===== config.mk =====
export PLATFORM = sky130hd
export DESIGN_NAME = zero_flag_test_out
export DESIGN_NICKNAME = d
export VERILOG_FILES = /design/src/rtl/zf_pkg.sv /design/src/rtl/zf_silence_count.sv /design/src/rtl/zf_test_reg.sv /design/src/rtl/zf_noise_lfsr.sv /design/src/rtl/zero_flag_test_out.sv
export SDC_FILE = /design/constraint.sdc
export NUM_CORES = 1
export LEC_CHECK = 0
export ABC_AREA = 0
export BUFFER_PORTS_ARGS = -buffer_cell sky130_fd_sc_hd__buf_2
export CAP_MARGIN = 15
export CORE_ASPECT_RATIO = 0.9
export CORE_UTILIZATION = 30
export DETAILED_ROUTE_END_ITERATION = 7
export PLACE_DENSITY = 0.6
export SYNTH_ARGS = -nofsm -noshare
export SYNTH_HDL_FRONTEND = slang
export SYNTH_SLANG_ARGS = --single-unit

===== constraint.sdc =====
create_clock -name clk -period 1.4 [get_ports clk]
set_input_delay 0.14 -clock clk [delete_from_list [all_inputs] [get_ports clk]]
set_output_delay 0.14 -clock clk [all_outputs]
set_load 0.01 [all_outputs]

===== src/rtl/zf_pkg.sv =====
package zf_pkg;
  localparam int NOISE_W = 24;

  // Fibonacci step for x^24+x^23+x^22+x^17+1, shifting toward the MSB
  function automatic logic [NOISE_W-1:0] noise_step(input logic [NOISE_W-1:0] s);
    logic fb;
    fb = s[23] ^ s[22] ^ s[21] ^ s[16];
    return {s[NOISE_W-2:0], fb};
  endfunction

  // Saturating increment toward a terminal value
  function automatic int unsigned run_next(input int unsigned cur, input int unsigned term);
    return (cur >= term) ? term : cur + 1;
  endfunction
endpackage


===== src/rtl/zf_silence_count.sv =====
module zf_silence_count #(
  parameter int SAMPLE_W = 24,
  parameter int FRAMES   = 1024
) (
  input  logic                clk,
  input  logic                rst_n,
  input  logic                frame_stb,
  input  logic [SAMPLE_W-1:0] left_smp,
  input  logic [SAMPLE_W-1:0] right_smp,
  output logic                silent_o
);
  localparam int CW = $clog2(FRAMES + 1);
  localparam logic [CW-1:0] TERM = CW'(FRAMES);

  logic [CW-1:0] run_q;
  logic both_zero, zero_frame, break_frame;

  assign both_zero   = (left_smp == '0) && (right_smp == '0);
  assign zero_frame  = frame_stb && both_zero;
  assign break_frame = frame_stb && !both_zero;

  always_ff @(posedge clk or negedge rst_n) begin
    if (!rst_n)
      run_q <= '0;
    else if (break_frame)
      run_q <= '0;
    else if (zero_frame)
      run_q <= CW'(zf_pkg::run_next(int'(run_q), FRAMES));
  end

  assign silent_o = (run_q == TERM);


  break_clears_chk: assert property (@(posedge clk) disable iff (!rst_n)
    break_frame |=> !silent_o);


  flag_holds_chk: assert property (@(posedge clk) disable iff (!rst_n)
    (silent_o && !break_frame) |=> silent_o);


  rise_on_zero_chk: assert property (@(posedge clk) disable iff (!rst_n)
    $rose(silent_o) |-> $past(zero_frame));


  idle_hold_chk: assert property (@(posedge clk) disable iff (!rst_n)
    !frame_stb |=> $stable(run_q));
endmodule


===== src/rtl/zf_test_reg.sv =====
module zf_test_reg #(
  parameter int ADDR_W     = 9,
  parameter int DATA_W     = 8,
  parameter int TEST_ADDR  = 511,
  parameter int NOISE_CODE = 7
) (
  input  logic              clk,
  input  logic              rst_n,
  input  logic              wr_en,
  input  logic [ADDR_W-1:0] wr_addr,
  input  logic [DATA_W-1:0] wr_data,
  output logic              noise_sel_o
);
  logic [DATA_W-1:0] test_q;
  logic addr_hit;

  assign addr_hit = wr_en && (wr_addr == ADDR_W'(TEST_ADDR));

  always_ff @(posedge clk or negedge rst_n) begin
    if (!rst_n)      test_q <= '0;
    else if (addr_hit) test_q <= wr_data;
  end

  assign noise_sel_o = (test_q == DATA_W'(NOISE_CODE));


  foreign_write_chk: assert property (@(posedge clk) disable iff (!rst_n)
    !addr_hit |=> $stable(test_q));


  write_lands_chk: assert property (@(posedge clk) disable iff (!rst_n)
    addr_hit |=> (test_q == $past(wr_data)));
endmodule


===== src/rtl/zf_noise_lfsr.sv =====
module zf_noise_lfsr #(
  parameter logic [23:0] SEED = 24'h5A5A5A
) (
  input  logic clk,
  input  logic rst_n,
  input  logic step_en,
  output logic noise_bit_o
);
  import zf_pkg::*;

  logic [NOISE_W-1:0] state_q;

  always_ff @(posedge clk or negedge rst_n) begin
    if (!rst_n)       state_q <= SEED;
    else if (step_en) state_q <= noise_step(state_q);
  end

  assign noise_bit_o = state_q[NOISE_W-1];

  initial begin

    seed_nonzero_chk: assert (SEED != '0);
  end


  never_zero_chk: assert property (@(posedge clk) disable iff (!rst_n)
    state_q != '0);


  hold_when_idle_chk: assert property (@(posedge clk) disable iff (!rst_n)
    !step_en |=> $stable(state_q));


  shift_chk: assert property (@(posedge clk) disable iff (!rst_n)
    step_en |=> (state_q[NOISE_W-1:1] == $past(state_q[NOISE_W-2:0])));
endmodule


===== src/rtl/zero_flag_test_out.sv =====
module zero_flag_test_out #(
  parameter int          SAMPLE_W       = 24,
  parameter int          SILENCE_FRAMES = 1024,
  parameter int          ADDR_W         = 9,
  parameter int          DATA_W         = 8,
  parameter int          TEST_ADDR      = 511,
  parameter int          NOISE_CODE     = 7,
  parameter logic [23:0] NOISE_SEED     = 24'h5A5A5A
) (
  input  logic                clk,
  input  logic                rst_n,
  input  logic                frame_stb,
  input  logic [SAMPLE_W-1:0] left_smp,
  input  logic [SAMPLE_W-1:0] right_smp,
  input  logic                bit_en,
  input  logic                reg_wr,
  input  logic [ADDR_W-1:0]   reg_addr,
  input  logic [DATA_W-1:0]   reg_wdata,
  output logic                flag_out
);
  logic silent_w;
  logic noise_sel_w;
  logic noise_bit_w;

  zf_silence_count #(.SAMPLE_W(SAMPLE_W), .FRAMES(SILENCE_FRAMES)) u_run (
    .clk(clk), .rst_n(rst_n), .frame_stb(frame_stb),
    .left_smp(left_smp), .right_smp(right_smp), .silent_o(silent_w));

  zf_test_reg #(.ADDR_W(ADDR_W), .DATA_W(DATA_W),
                .TEST_ADDR(TEST_ADDR), .NOISE_CODE(NOISE_CODE)) u_treg (
    .clk(clk), .rst_n(rst_n), .wr_en(reg_wr), .wr_addr(reg_addr),
    .wr_data(reg_wdata), .noise_sel_o(noise_sel_w));

  zf_noise_lfsr #(.SEED(NOISE_SEED)) u_noise (
    .clk(clk), .rst_n(rst_n), .step_en(bit_en), .noise_bit_o(noise_bit_w));

  assign flag_out = noise_sel_w ? noise_bit_w : silent_w;


  reset_low_chk: assert property (@(posedge clk)
    $rose(rst_n) |-> !flag_out);
endmodule


### After elaboration in Yosys (flattened, before gate mapping)

Index checks and enable logic that the tools add are counted.

* flip-flop bits (word level): 43
* bits in latches: 0
* bits in writable memories: 0
* bits in read-only memories: 0
* input port bits: 70
* logic and storage cells: 23
* memories: 0

* add/subtract/negate cells: 1
* multipliers: 0
* divide/modulo/power cells: 0
* order comparisons: 1
* equal/unequal tests: 3
* shifts and indexed selects: 0
* muxes and demuxes: 4
* bitwise gates (word level): 3
* reductions and logical operators: 8

Operators by type and width (count)
* zero test 24 bit: 2
* 2-to-1 mux 11 bit: 3
* adder 11 x 1 -> 11 bit, second input constant: 1
* equality test 11 bit, second input constant: 1
* greater-or-equal comparator 11 bit, second input constant: 1
* equality test 9 bit, second input constant: 1
* equality test 8 x 3 -> 1 bit, second input constant: 1
* logical AND 1 bit: 4
* bitwise XOR 1 bit: 3
* nonzero test 2 bit: 1
* zero test 1 bit: 1
* 2-to-1 mux 1 bit: 1

### Depth between registers and ports, before layout

Gate-level depths: netlist of the first run.

* depth after elaboration: 5
* mapped depth: 6
* gate-level depth less buffers: 6

### Hierarchy

Synthesis of the first run repeated with hierarchy kept, for this count alone.

* cell total of the unflattened synthesis: 162
* area total of the unflattened synthesis: 2114.5 um^2

By module, submodules not included
* zf_noise_lfsr: instances 1, cells each 55, area each 1028.5 um^2
* zf_silence_count: instances 1, cells each 83, area each 721.9 um^2
* zf_test_reg: instances 1, cells each 23, area each 349.1 um^2
* zero_flag_test_out: instances 1, cells each 1, area each 15.0 um^2

### Worst setup path after synthesis of the first run

No wires, ideal clock.

* kind: input-to-reg
* start: in left_smp[2]
* end: reg u_run.run_q[4]
* arrival: 1.290 ns
* required time: 1.322 ns
* slack: 0.032 ns
* cell stages on the path: 5
* buffers on the path: 1
* cells stage by stage: nor4_1 -> nand4_1 -> or4b_1 -> buf_2 -> o2bb2ai_1

* longest elaborated chain between the ends: 5
* elaborated cells on any way between the ends: 7

Ends and longest elaborated chain
* from (decl): line zero_flag_test_out.sv:13 `input logic [SAMPLE_W-1:0] left_smp,`
* zero test 24 bit *: line zf_silence_count.sv:18 `assign both_zero = (left_smp == '0) && (right_smp == '0);`
* logical AND 1 bit *: line zf_silence_count.sv:18
* zero test 1 bit: line zf_silence_count.sv:20 `assign break_frame = frame_stb && !both_zero;`
* logical AND 1 bit: line zf_silence_count.sv:20
* 2-to-1 mux 11 bit / nonzero test 2 bit (equally long branches)
* to (signal assigned): line zf_silence_count.sv:28 `run_q <= CW'(zf_pkg::run_next(int'(run_q), FRAMES));`
* to (decl): line zf_silence_count.sv:15 `logic [CW-1:0] run_q;`

Every way passes the cells marked *; elsewhere a longest branch is shown, timed or not.
A chain may end at the register's enable or synchronous reset.

### Worst setup path after layout of the first run

* start: reg u_run.run_q[0]
* end: reg u_run.run_q[0]

* longest elaborated chain between the ends: 4
* elaborated cells on any way between the ends: 5

Ends and longest elaborated chain
* adder 11 x 1 -> 11 bit / greater-or-equal comparator 11 bit (equally long branches): line zf_pkg.sv:13 `return (cur >= term) ? term : cur + 1;`
* 2-to-1 mux 11 bit *: line zf_pkg.sv:13
* 2-to-1 mux 11 bit *: line zf_silence_count.sv:27 `else if (zero_frame)`
* 2-to-1 mux 11 bit *: line zf_silence_count.sv:25 `else if (break_frame)`

Every way passes the cells marked *; elsewhere a longest branch is shown, timed or not. The select of a mux whose other input is x is not followed.

==> reports/metrics.yaml, run 1 <==
outcome: "finished, violations left"
violations: "setup timing"
clockBufferDepth: 2
antenna_found_initial: 0
hold_ws_ns: 0.07618
drtIter0Drc: 58
start_util_pct: 31.92
worstPathArrival_ns: 1.96
r2r_cells: 12
hold_viol: 0
final_core_util_pct: 46.61
areaGrowthSynthToFinish_pct: 46.04
dpl.hpwl_mm: 3.084
r2r-end: "u_run.run_q[0]$_DFFE_PN0P_"
power_density_nw_per_um2: 1140
die_x_um: 88.19
skew_ns: 0.005803
fin_area_um2: 2929
clock_latency_ns: 0.29
syn_inst: 158
min_period_over_period_pct: 127.1
coreArea_um2: 6284
cts_buffers: 5
totalWireLength_mm: 4.287
yosysWarningCount: 0
wl_per_cell_um: 12.25
root_buffer: "clkbuf_8"
grt_max_degree: 29
grt_pass1_vias: 1706
nets: 334
crit_start: "u_run.run_q[0]$_DFFE_PN0P_"
synth_cell_type_count: 36
clk_pin_slew_ns: 0.09
ir_drop_mv: 0.5621
io_pins: 71
rows: 27
netlist_area_um2: 2006
tightest_slew_ns: 0.3841
fillCellCount: 613
maxSlewViolCount: 0
fin_crit_ns: 1.779
critPathLaunchType: "register"
detail_route.first_pass.iterations: 4
fmax_ghz: 0.5621
endpoint_kind: "register"
ys_seq_area_share_pct: 54.40
combPwrFrac_pct: 19.1
cp_data_required_time_ns: 1.58
cts_num_sinks: 43
syn_nets: 230
reg2reg_setup_slack_ns: -0.38
grt-ovfl-total: 0
leakage_nw: 1.304
r2r_start: "u_run.run_q[0]$_DFFE_PN0P_"
die-height_um: 79.57
post_dp_cell_area_um2: 2616
gp_congestion: 0.8017
hold_path_class: "in -> reg"
vias: 1646
drc_errors: 0
drv_cap: 0
synth_seq_cells: 43
slew_headroom_pct: 74.39
h-tree-depth: 2
crit_type: "reg -> reg"
final-setup-viol-count: 3
die_area_um2: 7017
final_antenna_net_count: 0
io_buffers: 70
power.switching_mw: 0.8449
intPower_mw: 2.493
cp-endpoint: "u_run.run_q[0]$_DFFE_PN0P_"
finalSetupTns_ns: -0.7424
drive_gt1_share_pct: 64.64
grt_pass1_wl_mm: 7.251
pwr-share-clk_pct: 24.4
seq_power_share_pct: 56.5
diodes: 0
place_ws_ns: -0.3001
final.setup.worst_slack_ns: -0.3791
critPathMaxFanout: 2
rsz0062_at_grt: "yes"
cts_tree: "done"
syn_area_per_cell_um2: 12.69
swShare_pct: 25.31
vias_per_cell: 4.703
track_usage_pct: 13.32
[placed cells by master (no fill, tap or decap), types with 5 or more instances in the layout]
master,instances
buf_2,69
mux2_2,31
dfrtp_1,31
buf_4,21
dfstp_2,12
nor4_1,10
buf_6,8
xnor2_1,7
nand3_1,5
nand4_1,5
nand2_1,5
clkbuf_8,5
[critical path: stages, from the launching register on]
cell,delay [ns]
dfrtp_1,0.38
inv_2,0.07
buf_4,0.14
buf_6,0.11
buf_6,0.10
buf_6,0.10
buf_6,0.10
buf_6,0.10
buf_6,0.10
buf_4,0.12
buf_4,0.12
buf_4,0.12
mux2i_1,0.11
[through the flow]
step	total power [mW]	cells
after floorplan	2.307	158
after global placement	2.526	330
after detailed placement	2.558	330
after CTS	3.384	350
after global routing	3.558	350
final	3.338	350
[cells by family (layout without fill, tap and decap cells)]
kind of cell,count (synthesis),in the layout,synth area share (%)
AOI/OAI and AO/OA,17,17,5.802
DFF,43,43,54.40
buffers and inverters,10,115,1.934
muxes,32,32,17.90
xor gates and xnor gates,9,9,3.930
adders and majority gates,2,2,1.247
and+or+nand+nor,45,45,14.79
[what timing repair did]
action,CTS,global route
hold buffers,1,0
pin swaps,3,4
endpoints found under the setup margin,10,9
endpoints found under the hold margin,11,0
setup buffers,16,2
resized for setup,19,8
[metal layers]
| metal | track usage [%] | vias to the layer above | part of all wire, % |
|---|---|---|---|
| met5 | 0 | - | 0 |
| met4 | 5.161 | 0 | 1.3 |
| met3 | 2.896 | 7 | 4.8 |
| met2 | 23.15 | 48 | 50 |
| met1 | 15.93 | 791 | 44 |
| li1 | - | 800 | - |
[how the worst min path moves through the flow]
stage / from / to / slack [ns] / depth (start not counted)
CTS: reg_wdata[1] / u_treg.test_q[1]$_DFFE_PN0P_ / 0.07 / 2
floorplan: rst_n / u_noise.state_q[0]$_DFFE_PN0P_ / -0.16 / 0
global route: reg_wdata[5] / u_treg.test_q[5]$_DFFE_PN0P_ / 0.06 / 2
detailed placement: rst_n / u_noise.state_q[8]$_DFFE_PN0P_ / 0.08 / 1
global placement: rst_n / u_noise.state_q[8]$_DFFE_PN0P_ / 0.08 / 1
finish: reg_wdata[1] / u_treg.test_q[1]$_DFFE_PN0P_ / 0.08 / 2
[power groups by stage]
| stage | Sequential [mW] | Clock, mW | Combinational [mW] |
|---|---|---|---|
| final | 1.89 | 0.814 | 0.638 |
| after global routing | 1.94 | 0.899 | 0.717 |
| after detailed placement | 1.92 | 0 | 0.643 |
| after floorplan | 1.85 | 0 | 0.455 |
| after CTS | 1.89 | 0.843 | 0.650 |
| after global placement | 1.90 | 0 | 0.623 |
[synth_stat cells]
| master | count | area [um2] |
|---|---|---|
| nor2_1 | 1 | 3.750 |
| xor2_1 | 2 | 17.52 |
| mux2i_1 | 1 | 10.01 |
| nand3_1 | 7 | 35.03 |
| nand4_1 | 5 | 31.28 |
| nand2_1 | 5 | 18.77 |
| clkbuf_1 | 1 | 3.750 |
| a21oi_1 | 2 | 10.01 |
| or4_1 | 1 | 7.510 |
| nor2b_1 | 1 | 6.260 |
| ha_1 | 2 | 25.02 |
| nor3_1 | 3 | 15.01 |
| nor3_2 | 1 | 10.01 |
| inv_1 | 6 | 22.52 |
| a31o_2 | 1 | 8.760 |
| mux2_2 | 31 | 349.1 |
| o31ai_1 | 1 | 7.510 |
| and3_1 | 1 | 6.260 |
| nor4_1 | 11 | 68.82 |
| and4b_1 | 1 | 10.01 |
| nor4_2 | 4 | 50.05 |
| o2bb2ai_1 | 4 | 35.03 |
| o21a_1 | 1 | 7.510 |
| a21boi_0 | 1 | 7.510 |
| dfstp_2 | 12 | 315.3 |
| a31oi_1 | 1 | 6.260 |
| nor4b_1 | 1 | 8.760 |
| nand4b_1 | 1 | 8.760 |
| o21ai_0 | 3 | 15.01 |
| buf_2 | 1 | 5.000 |
| xnor2_1 | 7 | 61.31 |
| and2_1 | 1 | 6.260 |
| dfrtp_1 | 31 | 775.7 |
| or4b_1 | 1 | 10.01 |
| buf_1 | 2 | 7.510 |
| o22ai_1 | 3 | 18.77 |
[area by class of cell]
class | count | area (um2) | share of cell area (%)
Multi-Input combinational cell | 105 | 970.9 | 33.15
Inverter | 6 | 22.52 | 0.7689
Tap cell | 87 | 108.9 | 3.716
Clock buffer | 5 | 68.82 | 2.349
Clock inverter | 3 | 23.77 | 0.8116
Sequential cell | 43 | 1091 | 37.25
Timing Repair Buffer | 101 | 643.1 | 21.96
[sequential cells by signal, indices dropped and copies added, names as in the netlist]
name             count
u_noise.state_q     24
u_run.run_q         11
u_treg.test_q        8
(Power assumes the default switching activity.)
==> run 2: changes to the inputs <==
--- a/config.mk
+++ b/config.mk
@@ -8,8 +8,9 @@
 export ABC_AREA = 0
 export BUFFER_PORTS_ARGS = -buffer_cell sky130_fd_sc_hd__buf_2
 export CAP_MARGIN = 15
-export CORE_ASPECT_RATIO = 0.9
+export CORE_ASPECT_RATIO = 1.5
 export CORE_UTILIZATION = 30
+export CTS_BUF_LIST = sky130_fd_sc_hd__clkbuf_4
 export DETAILED_ROUTE_END_ITERATION = 7
 export PLACE_DENSITY = 0.6
 export SYNTH_ARGS = -nofsm -noshare
==> run 2 against run 1 <==
Effect of this change:
- the run still ends with setup timing left
- total power is 6.2% lower
- count of clock-buffer cells in the layout grew 1
- sequential cell count stayed put
- register-to-register slack gained 0.42 ns
- die area barely moved
- final area decreased by 1.1%
- first-iteration DRC count is 1.7% higher
- sequential share of layout area grew 0.45 points
- routed wire length fell by 1.8%
==> reports/metrics.yaml, run 2 (synthesis gave the netlist of run 1 again) <==
whs_path_depth: 2  # unchanged
hold_path_class: "in -> reg"
io_buffers: 70  # unchanged
track_usage_pct: 12.65  # -0.67 points
tightest_slew_ns: 0.2997  # -0.08444 ns
top_regs: "u_noise.state_q: 24 flops, u_run.run_q: 11 flops, u_treg.test_q: 8 flops"
min_period_over_period_pct: 130.7  # +3.7 points
die_x_um: 68.76  # -22%
top_layer_used: "met4"
grt_max_degree: 44  # +52%
wl_met2_mm: 2.274  # +7.0%
route.met3.wl_um: 203  # -0.98%
hold_ws_ns: 0.02512  # -0.05106 ns
outcome: "finished, violations left"
detail_route.first_pass.iterations: 6  # +2
maxSlewViolCount: 0  # unchanged
die_area_um2: 7023  # about the same
fmax_ghz: 0.5463  # -2.8%
root_buffer: "clkbuf_4"
rsz0062_at_grt: "yes"
power_density_nw_per_um2: 1081  # -5.2%
nets: 335  # +0.30%
seq_area_um2: 1092  # +0.11%
clock_latency_ns: 0.35  # +0.06 ns
cts_tree: "done"
critPathSlowestCell: "dfrtp_1"
ir_drop_mv: 0.5013  # -11%
cp_data_required_time_ns: 1.26  # -0.32 ns
layout_commonest_cell: "buf_2"
drive_gt1_share_pct: 64.39  # -0.24 points
critPathLaunchType: "register"
rows: 36  # +33%
multi_input_area_um2: 994.7  # +2.4%
placed_cells: 320  # -3.0%
stdcell_count: 340  # -2.9%
slowest_delay_ns: 0.42  # +0.04 ns
wl_per_cell_um: 12.38  # +1.0%
slew_headroom_pct: 80.00  # +5.6 points
skew_ns: 0.01003  # +0.004227 ns
final_antenna_net_count: 0  # unchanged
coreArea_um2: 6486  # +3.2%
endpoint_kind: "output pin"
violations: "setup timing"
min-delay-start: "reg_wdata[1]"
cts_num_sinks: 43  # unchanged
clockBufferDepth: 2  # unchanged
crit_buf_inv: 2  # -9
dpl.hpwl_mm: 3.059  # -0.81%
die-height_um: 102.1  # +28%
r2r-end: "u_run.run_q[5]$_DFFE_PN0P_"
hold_viol: 0  # unchanged
antenna_found_initial: 0  # unchanged
crit_family: "flip-flops"
r2r_start: "u_run.run_q[3]$_DFFE_PN0P_"
post_dp_cell_area_um2: 2610  # -0.24%
grt-ovfl-total: 0  # unchanged
min_to: "u_treg.test_q[1]$_DFFE_PN0P_"
drv_cap: 0  # unchanged
cts_buffers: 5  # unchanged
diodes: 0  # unchanged
crit_type: "reg -> out"
p_total_mw: 3.132  # -6.2%
drc_errors: 0  # unchanged
gp_congestion: 0.7687  # -4.1%
worstPathArrival_ns: 1.69  # -0.27 ns
reg2reg_setup_slack_ns: 0.04  # +0.42 ns
fin_crit_ns: 1.830  # +0.05136 ns
grt_pass1_vias: 1575  # -7.7%
final-setup-viol-count: 1  # -2
totalWireLength_mm: 4.208  # -1.8%
leakage_nw: 1.293  # -0.86%
crit_path_cell_trace: "inv_2, ha_4, nor4b_4, nand4b_1, a21oi_2, a31o_2, buf_6"
start_util_pct: 30.92  # -1.0 points
vias: 1660  # +0.85%
vias_per_cell: 4.882  # +3.8%
largest_register: "u_noise.state_q"
final.setup.worst_slack_ns: -0.4305  # -0.05136 ns
areaGrowthSynthToFinish_pct: 44.48
finalSetupTns_ns: -0.4305  # +0.3120 ns
h-tree-depth: 2  # unchanged
fillCellCount: 629  # +2.6%
r2r_cells: 4  # -8
largest_reg_flops: 24  # unchanged
clk_pin_slew_ns: 0.12  # +0.03 ns
wl_met1_mm: 1.663  # -12%
layout_common_cells: "69 x buf_2, 31 x mux2_2, 30 x dfrtp_1"
io_pins: 71  # unchanged
fin_area_um2: 2898  # -1.1%
grt_pass1_wl_mm: 6.561  # -9.5%
drtIter0Drc: 59  # +1.7%
critPathMaxFanout: 2  # unchanged
==> run 2: per-stage QoR <==
| step | setup WS [ns] | utilization [%] |
|---|---|---|
| after CTS | -0.4291 | 42.48 |
| final | -0.4305 | 44.68 |
| after floorplan | 0.03216 | - |
| after global placement | -0.2375 | 40.24 |
| after detailed placement | -0.2686 | 40.24 |
| after global routing | -0.5465 | 44.68 |
==> run 2: what timing repair did <==
item	in CTS	in global routing
endpoints found under the hold margin	45	4
pin swaps	1	11
setup endpoints to repair	10	11
hold buffers	3	4
setup buffers	2	4
gates resized for setup	9	18
==> run 2: power breakdown <==
group	internal, mW	leakage, nW	switching (mW)
combinational	0.441	0.725	0.206
sequential	1.71	0.535	0.181
clock	0.209	0.0331	0.389
total	2.36	1.29	0.776
==> run 2: worst max path at each step <==
| stage | to | startpoint | slack, ns | cells past startpoint |
|---|---|---|---|---|
| 6_report | flag_out | u_run.run_q[1]$_DFFE_PN0P_ | -0.43 | 7 |
| 3_3_place_gp | u_run.run_q[7]$_DFFE_PN0P_ | left_smp[10] | -0.24 | 5 |
| 2_1_floorplan | u_run.run_q[4]$_DFFE_PN0P_ | left_smp[2] | 0.03 | 5 |
| 4_1_cts | flag_out | u_run.run_q[1]$_DFFE_PN0P_ | -0.43 | 7 |
| 3_5_place_dp | u_run.run_q[7]$_DFFE_PN0P_ | left_smp[2] | -0.27 | 5 |
| 5_1_grt | flag_out | u_run.run_q[1]$_DFFE_PN0P_ | -0.55 | 7 |
==> run 2: metal layers <==
metal | up-vias | track usage, %
met3 | 6 | 3.460
li1 | 806 | -
met4 | 0 | 5.338
met5 | - | 0
met2 | 49 | 22.78
met1 | 799 | 13.42
==> run 2: area by class of cell <==
| class | count | share of cell area (%) |
|---|---|---|
| Tap cell | 76 | 3.282 |
| Multi-Input combinational cell | 105 | 34.33 |
| Timing Repair Buffer | 102 | 22.06 |
| Inverter | 6 | 0.7772 |
| Sequential cell | 43 | 37.69 |
| Clock inverter | 2 | 0.3022 |
| Clock buffer | 6 | 1.554 |
==> run 3: changes to the inputs <==
--- a/config.mk
+++ b/config.mk
@@ -12,7 +12,8 @@
 export CORE_UTILIZATION = 30
 export CTS_BUF_LIST = sky130_fd_sc_hd__clkbuf_4
 export DETAILED_ROUTE_END_ITERATION = 7
-export PLACE_DENSITY = 0.6
+export PLACE_DENSITY_LB_ADDON = 0.1
+export SLEW_MARGIN = 5
 export SYNTH_ARGS = -nofsm -noshare
 export SYNTH_HDL_FRONTEND = slang
 export SYNTH_SLANG_ARGS = --single-unit
==> run 3 against run 2 <==
Effect of this change:
- the flow still finishes with violations (setup timing)
- setup slack got worse by 0.025 ns
- count of clock-buffer cells in the layout stayed put
- utilization grew 0.42 points
- non-clock buffer count stayed put
- total power about the same
- sequential power about the same
- final area is 0.95% higher
- clock skew rose by 0.0012 ns
- critical endpoint unchanged
- largest cell class unchanged
==> reports/metrics.yaml, run 3 (synthesis gave the netlist of run 1 again) <==
outcome: "finished, violations left"
violations: "setup timing"
power_density_nw_per_um2: 1071  # -0.94%
met2_usage_pct: 25.34  # +2.6 points
diodes: 0  # unchanged
worstPathArrival_ns: 1.72  # +0.03 ns
top_regs: "u_noise.state_q: 24 flops, u_run.run_q: 11 flops, u_treg.test_q: 8 flops"
min_period_over_period_pct: 132.5  # +1.8 points
whs_path_depth: 2  # unchanged
io_buffers: 70  # unchanged
tightest_slew_ns: 0.3299  # +0.03026 ns
largest_register: "u_noise.state_q"
skew_ns: 0.01118  # +0.001153 ns
r2r_start: "u_run.run_q[3]$_DFFE_PN0P_"
stdcell_count: 340  # unchanged
dpl.hpwl_mm: 3.058  # about the same
grt_use_met1_pct: 13.24  # -0.18 points
maxSlewViolCount: 0  # unchanged
met3_usage_pct: 2.902  # -0.56 points
rsz0062_at_grt: "yes"
hold_path_class: "in -> reg"
fmax_ghz: 0.5390  # -1.3%
cts_buffers: 5  # unchanged
clk_pin_slew_ns: 0.12  # about the same
leakage_nw: 1.300  # +0.57%
root_buffer: "clkbuf_4"
layout_common_cells: "69 x buf_2, 31 x mux2_2, 30 x dfrtp_1"
drv_cap: 0  # unchanged
drive_gt1_share_pct: 65.53  # +1.1 points
placed_cells: 323  # +0.94%
cts_num_sinks: 43  # unchanged
grt_pass1_wl_mm: 6.893  # +5.1%
critPathMaxFanout: 2  # unchanged
top_usage_layer: "met2"
gp_congestion: 0.8265  # +7.5%
final.setup.worst_slack_ns: -0.4552  # -0.02476 ns
crit_type: "reg -> out"
die_area_um2: 7023  # unchanged
h-tree-depth: 2  # unchanged
wl_per_cell_um: 12.65  # +2.2%
drc_errors: 0  # unchanged
place_ws_ns: -0.2909  # -0.02230 ns
r2r_cells: 6  # +2
clockBufferDepth: 2  # unchanged
vias_per_cell: 4.909  # +0.54%
final-setup-viol-count: 6  # +5
track_usage_pct: 13.41  # +0.76 points
critPathLaunchType: "register"
crit_path_cell_trace: "inv_2, ha_4, nor4b_4, nand4b_1, a21oi_1, a31o_2, buf_6"
detail_route.first_pass.iterations: 4  # -2
coreArea_um2: 6486  # unchanged
min-delay-start: "reg_wdata[0]"
layout_commonest_cell: "buf_2"
slowest_delay_ns: 0.41  # about the same
largest_reg_flops: 24  # unchanged
crit_start: "u_run.run_q[1]$_DFFE_PN0P_"
cts_tree: "done"
io_pins: 71  # unchanged
endpoint_kind: "output pin"
nets: 335  # unchanged
grt-ovfl-total: 0  # unchanged
areaGrowthSynthToFinish_pct: 45.85
ir_drop_mv: 0.4379  # -13%
hold_ws_ns: 0.02532  # +0.0001992 ns
grt_pass1_vias: 1590  # +0.95%
slew_headroom_pct: 77.82  # -2.2 points
antenna_found_initial: 0  # unchanged
hold_viol: 0  # unchanged
drtIter0Drc: 36  # -39%
vias: 1669  # +0.54%
fin_crit_ns: 1.855  # +0.02476 ns
die_x_um: 68.76  # unchanged
cp_data_required_time_ns: 1.26  # about the same
grt_max_degree: 44  # unchanged
totalWireLength_mm: 4.300  # +2.2%
final_antenna_net_count: 0  # unchanged
rows: 36  # unchanged
die-height_um: 102.1  # unchanged
critPathSlowestCell: "dfrtp_1"
start_util_pct: 30.92  # unchanged
clock_latency_ns: 0.35  # about the same
## run 3: worst paths after layout
kind	end	slack [ns]
worst max-delay path	flag_out	-0.46
worst min-delay path	u_treg.test_q[0]$_DFFE_PN0P_	0.03
worst max register to register	u_run.run_q[5]$_DFFE_PN0P_	-0.18
worst min register to register	u_noise.state_q[19]$_DFFE_PN1P_	0.51
max in group asynchronous	u_noise.state_q[9]$_DFFE_PN1P_	0.85
min in group asynchronous	u_noise.state_q[2]$_DFFE_PN0P_	0.27
## run 3: cell type report
cell class,count,area [um2]
sequential,43,1092
clock buffer,6,45.04
fill,620,3561
multi-input combinational,105,1006
timing repair buffer,102,651.9
tap,76,95.09
inverter,6,22.52
clock inverter,2,12.51
## run 3: power breakdown
group	switching, mW	internal, mW
Clock	0.395	0.214
Combinational	0.205	0.439
Sequential	0.175	1.71
## run 3: worst max-delay path: cells and delay by family (launching register included)
family                   cells  cell delay (ns)
AND/OR/NAND/NOR              2             0.37
adder cells (fa/ha/maj)      1             0.13
buffers and inverters        2             0.18
AO/OA/AOI/OAI                2             0.28
flip-flops                   1             0.41
## run 3: metrics by stage
stage	cell area [um2]	util (%)	power (mW)	setup TNS, ns
2_1_floorplan	2006	-	2.307	0
3_3_place_gp	2633	40.59	2.542	-2.744
3_5_place_dp	2633	40.59	2.559	-2.701
4_1_cts	2804	43.23	3.195	-0.5198
5_1_grt	2925	45.10	3.360	-1.261
6_report	2925	45.10	3.132	-0.6942
## run 3: metal layers
metal  wire (um)  vias up
li1            -      806
met1        1649      775
met2        2294       77
met3         215       11
met4         140        0
met5           0        -
## run 3: timing repair
| item | CTS | global route |
|---|---|---|
| hold buffers | 5 | 1 |
| endpoints found under the setup margin | 2 | 10 |
| resized for setup | 12 | 19 |
| hold endpoints to repair | 47 | 1 |
| buffers inserted | 3 | 2 |
| pin swaps | 1 | 7 |
